## src/rtl/span_ctl_pkg.sv

```systemverilog
package span_ctl_pkg;
    localparam int ADDR_W  = 11;
    localparam int DATA_W  = 8;
    localparam int NREG    = 5;
    localparam int SYNC_W  = 3;
    localparam int SYNC_MAX = 4;
    localparam logic [ADDR_W-1:0] BASE_ADDR = 11'h400;

    // register index within the window
    localparam int IDX_SYNC = 0;
    localparam int IDX_CTL  = 1;
    localparam int IDX_LED  = 2;
    localparam int IDX_TST2 = 3;
    localparam int IDX_REV  = 4;

    // control word bit positions
    localparam int CB_IEN  = 0;
    localparam int CB_TST1 = 1;
    localparam int CB_FEN  = 2;
    localparam int CB_MSTR = 3;
    localparam int CB_E1   = 4;
    localparam int CB_RLB  = 5;
    localparam int CB_LLB  = 6;
    localparam int CB_ACK  = 7;

    typedef enum logic {IRQ_IDLE = 1'b0, IRQ_PEND = 1'b1} irq_state_t;
endpackage

```

## src/rtl/span_ctl_dec.sv

```systemverilog
module span_ctl_dec
    import span_ctl_pkg::*;
#(
    parameter int AW = ADDR_W,
    parameter int N  = NREG,
    parameter logic [AW-1:0] BASE = BASE_ADDR
) (
    input  logic [AW-1:0] addr,
    output logic [N-1:0]  sel
);
    // one select line per mapped byte offset
    for (genvar i = 0; i < N; i++) begin : g_sel
        assign sel[i] = (addr == BASE + AW'(i));
    end
endmodule

```

## src/rtl/span_ctl_irq.sv

```systemverilog
module span_ctl_irq
    import span_ctl_pkg::*;
(
    input  logic clk,
    input  logic rst_n,
    input  logic tick,
    input  logic ack,
    output logic pend
);
    irq_state_t state_q, state_d;

    always_comb begin
        state_d = state_q;
        unique case (state_q)
            IRQ_IDLE: if (tick) state_d = IRQ_PEND;
            IRQ_PEND: if (ack && !tick) state_d = IRQ_IDLE;
            default:  state_d = IRQ_IDLE;
        endcase
    end

    always_ff @(posedge clk or negedge rst_n) begin
        if (!rst_n) state_q <= IRQ_IDLE;
        else        state_q <= state_d;
    end

    always_comb begin
        pend = (state_q == IRQ_PEND);
    end
endmodule

```

## src/rtl/span_ctl_regs.sv

```systemverilog
module span_ctl_regs
    import span_ctl_pkg::*;
(
    input  logic              clk,
    input  logic              rst_n,
    input  logic [ADDR_W-1:0] addr,
    input  logic              wr_en,
    input  logic              rd_en,
    input  logic [DATA_W-1:0] wdata,
    output logic [DATA_W-1:0] rdata,
    input  logic              tick,
    input  logic              framer_irq,
    output logic              irq_n,
    output logic [SYNC_W-1:0] sync_sel,
    output logic              test1,
    output logic              master_sync,
    output logic              e1_mode,
    output logic              rmt_loop,
    output logic              lcl_loop,
    output logic [DATA_W-1:0] led,
    output logic              test2,
    output logic              late_rev
);
    localparam int CTL_W = CB_ACK;

    logic [NREG-1:0]   sel;
    logic [NREG-1:0]   we;
    logic [CTL_W-1:0]  ctl_q;
    logic [SYNC_W-1:0] sync_q;
    logic [DATA_W-1:0] led_q;
    logic              tst2_q, rev_q;
    logic              ack, irq_pend;
    logic              led_we;

    span_ctl_dec #(.AW(ADDR_W), .N(NREG), .BASE(BASE_ADDR)) u_dec (
        .addr (addr),
        .sel  (sel)
    );

    assign we     = sel & {NREG{wr_en}};
    assign ack    = we[IDX_CTL] & wdata[CB_ACK];
    assign led_we = we[IDX_LED];

    span_ctl_irq u_irq (
        .clk   (clk),
        .rst_n (rst_n),
        .tick  (tick),
        .ack   (ack),
        .pend  (irq_pend)
    );

    always_ff @(posedge clk or negedge rst_n) begin
        if (!rst_n) begin
            sync_q <= '0;
            ctl_q  <= '0;
            led_q  <= '0;
            tst2_q <= 1'b0;
            rev_q  <= 1'b0;
        end else begin
            if (we[IDX_SYNC])
                sync_q <= (wdata > DATA_W'(SYNC_MAX)) ? '0 : wdata[SYNC_W-1:0];
            if (we[IDX_CTL])  ctl_q  <= wdata[CTL_W-1:0];
            if (we[IDX_LED])  led_q  <= wdata;
            if (we[IDX_TST2]) tst2_q <= wdata[0];
            if (we[IDX_REV])  rev_q  <= wdata[0];
        end
    end

    always_comb begin
        rdata = '0;
        if (rd_en && sel[IDX_SYNC])
            rdata = {{(DATA_W-3){1'b0}}, framer_irq, irq_pend, ctl_q[CB_IEN]};
    end

    assign irq_n = ~(ctl_q[CB_IEN] & (irq_pend | (ctl_q[CB_FEN] & framer_irq)));

    assign sync_sel    = sync_q;
    assign test1       = ctl_q[CB_TST1];
    assign master_sync = ctl_q[CB_MSTR];
    assign e1_mode     = ctl_q[CB_E1];
    assign rmt_loop    = ctl_q[CB_RLB];
    assign lcl_loop    = ctl_q[CB_LLB];
    assign led         = led_q;
    assign test2       = tst2_q;
    assign late_rev    = rev_q;
endmodule

```

## config.mk

```make
export PLATFORM = sky130hd
export DESIGN_NAME = span_ctl_regs
export DESIGN_NICKNAME = d
export VERILOG_FILES = /design/src/rtl/span_ctl_pkg.sv /design/src/rtl/span_ctl_dec.sv /design/src/rtl/span_ctl_irq.sv /design/src/rtl/span_ctl_regs.sv
export SDC_FILE = /design/constraint.sdc
export NUM_CORES = 1
export LEC_CHECK = 0
export ABC_AREA = 1
export BUFFER_PORTS_ARGS = -buffer_cell sky130_fd_sc_hd__buf_4
export CORE_ASPECT_RATIO = 1.4
export CORE_MARGIN = 2
export CORE_UTILIZATION = 40
export CTS_CLUSTER_DIAMETER = 120
export DETAILED_ROUTE_END_ITERATION = 10
export PLACE_DENSITY = 0.79
export SYNTH_ARGS = -nofsm -noshare
export SYNTH_HDL_FRONTEND = slang
export SYNTH_HIERARCHICAL = 1
export SYNTH_SLANG_ARGS = --single-unit
export TNS_END_PERCENT = 50
```

## constraint.sdc

```tcl
create_clock -name clk -period 0.85 [get_ports clk]
set_clock_uncertainty 0.05 [all_clocks]
set_input_delay 0.17 -clock clk [delete_from_list [all_inputs] [get_ports clk]]
set_output_delay 0.17 -clock clk [all_outputs]
set_load 0.03 [all_outputs]
```

Yosys cells after proc, flatten, opt, wreduce, memory -nomap -nowiden
Cells that the tools add are included.
Cells by class
  $lt $le $gt $ge: 1
  equal/unequal tests: 5
  muxes and demuxes: 5
  bitwise logic cells: 7
  reduce and logical (&&, ||, !) cells: 3
Operator list (number)
  == test 11 bit (second input constant): 5
  > comparator 8 x 3 -> 1 bit (second input constant): 1
  2-to-1 mux 3 bit: 2
  AND 5 bit: 1
  AND 1 bit: 3
  logical AND 1 bit: 2
  2-to-1 mux 1 bit: 2
  NOT 1 bit: 2
  one-hot mux 1 bit (2 select lines): 1
  logical NOT 1 bit: 1
  bitwise OR 1 bit: 1
Word-level totals
  bits in registers: 21
  bits of input ports: 25
  output and inout port bits: 27
  word-level logic and storage cells: 27

Depth between registers and ports, before layout
  depth after elaboration: 6
  mapped depth: 11
  depth with buffers taken out: 10

By module
Netlist, hierarchy kept.
Modules (own cells, without submodules)
  span_ctl_regs: times used 1, cells each 102, area each 872.1 um^2, sequential area each 500.5 um^2
  span_ctl_dec: times used 1, cells each 25, area each 108.9 um^2, sequential area each 0.0 um^2
  span_ctl_irq: times used 1, cells each 5, area each 40.0 um^2, sequential area each 25.0 um^2

Least setup slack after synthesis
OpenSTA, ideal clock, no wires.
  path type: input to output
  from: input port addr[4]
  to: output port rdata[0]
  arrival time: 1.043 ns
  data required time: 0.630 ns
  setup slack: -0.413 ns
  stages: 7
  path buffers: 0
  path through: inv_1 -> nand2_1 -> nor2_2 -> nand2_2 -> nor2_1 -> nand2_1 -> nor2_1
Between the ends
  longest elaborated chain between the ends: 3
RTL lines
  from (decl): RTL line span_ctl_regs.sv:6  | input logic [ADDR_W-1:0] addr,
  == test 11 bit: RTL line span_ctl_dec.sv:13  | assign sel[i] = (addr == BASE + AW'(i));
  via sel[0]: RTL line span_ctl_regs.sv:26  | logic [NREG-1:0] sel;
  logical AND 1 bit: RTL line span_ctl_regs.sv:71  | if (rd_en && sel[IDX_SYNC])
  2-to-1 mux 3 bit: RTL line span_ctl_regs.sv:71
  to (decl): RTL line span_ctl_regs.sv:10  | output logic [DATA_W-1:0] rdata,
The timed path passes the listed nets, and every way through them passes these cells.

Final worst setup path
  from: register ctl_q[2]
  to: output port irq_n
Between the ends
  longest elaborated chain between the ends: 4
RTL lines
  from (decl): RTL line span_ctl_regs.sv:28  | logic [CTL_W-1:0] ctl_q;
  from (signal assigned): RTL line span_ctl_regs.sv:62  | if (we[IDX_CTL]) ctl_q <= wdata[CTL_W-1:0];
  AND 1 bit: RTL line span_ctl_regs.sv:75  | assign irq_n = ~(ctl_q[CB_IEN] & (irq_pend | (ctl_q[CB_FEN] & framer_irq)));
  bitwise OR 1 bit: RTL line span_ctl_regs.sv:75
  AND 1 bit: RTL line span_ctl_regs.sv:75
  NOT 1 bit: RTL line span_ctl_regs.sv:75
  to (decl): RTL line span_ctl_regs.sv:13  | output logic irq_n,
Every way passes these cells.

==> metrics.txt <==
Worst-path clk slew=0.11 ns; fraction of layout cells with a size suffix above 1=54.1%; Diodes inserted=0; Finish-stage setup viols=43; Crit Reg-Reg Startpoint=ctl_q[0]; vias in the first global route=approximately 1000; Worst R2R Setup Slack=-0.10 ns; Mean Syn Cell Area=7.73 um^2; area of the die=~3000 um^2; CTS Root Cell=clkbuf_4; final worst slack=-0.446 ns; area grow syn2layout=86.5%; Seq/Total Area, Yosys=about half; leading cell type in the layout, fill and taps excluded=buf_4; static leakage=a little over 0.001 uW; cells taking the most area after synthesis=dfrtp_1, nand2_1, inv_1; post-DP HPWL=slightly below 2000 um; critical path data arrival time=roughly 1.1 ns; reg2reg end=ctl_q[0]; vias per cell=between 4 and 5; clk buf depth=2; total power=~1800 uW; FF+latch count, synth=21; Crit Path Category=flip-flop to primary output; most frequent cells in the layout=buf_4, buf_6, nand2_1; Max Cap Viol=0; TritonCTS Sinks=21; pre-CTS worst setup slack=-0.499 ns; initial antenna violation count=0; post-route ant nets=0; Die Span X=46.7 um; Final Cell Area=1900 um^2; startpoint types=flip-flop; CP endpoint kind=primary output; CTS Buf Count=3; final WL=between 3000 and 4000 um; DRT iter0 DRCs=38; peak fanout along the critical path=2; Critical path origin=ctl_q[2]; Yosys top cell area share=51.5%; DR DRC count=0; routed via count=about 1200; routed len/inst=approximately 15 um; setup TNS=-9.34 ns; failing checks=setup timing; boundary pin count=52; worst skew pair latency=0.30 ns; RSZ-0062 raised after global routing=true; library cells used by synthesis=14; Synthesis Warnings=6; nets=around 230; Hold Fails Final Rpt=0; outcome=complete, but fails checks; Yosys top cell by area=dfrtp_1; Hold WC Path Type=input pin to flip-flop; die height=approximately 64 um; cell area after synthesis=1020 um^2; largest net degree at the start of global routing=22; CTS tree=built; Worst R2R Path Depth=4; placer congestion estimate=0.819; Tmin final=approximately 1.3 ns; fmax=around 770 MHz; Worst VDD drop=about 0.00084 V; CP required=~0.63 ns; Core Region=between 2000 and 2500 um^2; all-layer global routing usage=around 19%; site row count=21; Initial Util=approximately 42%; PwrDens=960 nW/um^2; first-pass GRT wire length=4270 um; Post-Place Cell Area=1490 um^2; post-synthesis instance total=~130; final period utilization=152%; hold path depth=3; drt first pass iters=4; grt ovf=0; critical path endpoint=irq_n; IO Port Bufs=46; H-tree levels=1; Slew Limit Fails=0
kinds of logic (layout without fill, tap and decap cells):
| family | Yosys count | after routing | share of synthesized area (%) |
|---|---|---|---|
| buffers and inverters | 28 | 96 | 13.6 |
| other | 1 | 5 | 0.367 |
| DFF | 21 | 21 | 51.5 |
| AOI/OAI and AO/OA | 19 | 19 | 9.56 |
| and+or+nand+nor | 63 | 64 | 25.0 |
what timing repair did:
item | CTS | global route
hold endpoints to repair | 21 | 0
setup buffers | 6 | 10
pin swaps | 7 | 15
cloned | 0 | 1
resized for setup | 47 | 37
setup endpoints to repair | 42 | 43
hold buffers | 1 | 0
synth_stat cells:
cell type,instances
nand4_1,1
o21ai_0,15
buf_4,5
conb_1,1
nand2_1,37
buf_6,2
nand2_2,1
nand3_1,7
a21oi_1,2
nor2_1,15
dfrtp_1,21
nor2_2,2
a31oi_1,2
inv_1,21
per-stage QoR:
| step | util [%] | hold WS (ns) | std cells |
|---|---|---|---|
| floorplan | - | -0.176 | 136 |
| global route | 78.8 | 0.0426 | 239 |
| finish | 78.8 | 0.0512 | 239 |
| CTS | 71.6 | 0.00304 | 229 |
| detailed placement | 61.8 | 0.0144 | 218 |
| global placement | 61.8 | 0.0105 | 218 |
critical path: stages (launching register included):
cell	delay (ns)
dfrtp_1	0.41
nand2_1	0.09
nand2_1	0.07
nand2_1	0.08
buf_6	0.13
flip-flops by register name (all words and copies together), names as in the netlist:
name,cells
ctl_q,7
late_rev,1
led,8
sync_sel,3
test2,1
u_irq/pend,1
cell type report:
type,instances,area [um^2]
clock buffer,4,26.3
tap,34,42.5
inverter,21,101
fill,150,513
sequential,21,526
multi-input combinational,88,542
timing repair buffer,71,667
metal layers:
layer,wire length [um],GRT usage (%),share of wire (%)
met1,1330,24.2,37
met4,80,5.21,2.2
met5,0,0,0
met2,2020,33.3,56
met3,168,2.54,4.7
worst min path at each step:
stage                      from          to  slack [ns]
after detailed placement  rst_n      led[6]        0.01
after global routing       tick  u_irq/pend        0.04
final                      tick  u_irq/pend        0.05
after global placement    rst_n      led[6]        0.01
after CTS                  tick  u_irq/pend       0.003
after floorplan           rst_n    ctl_q[0]       -0.18
where the power goes:
group          total, uW  internal (uW)  switching (uW)
clock network        467            183             284
registers           1010           1010            5.82
logic                350            157             193
total               1830           1350             483
No activity file was read; power rests on OpenSTA's default activity.
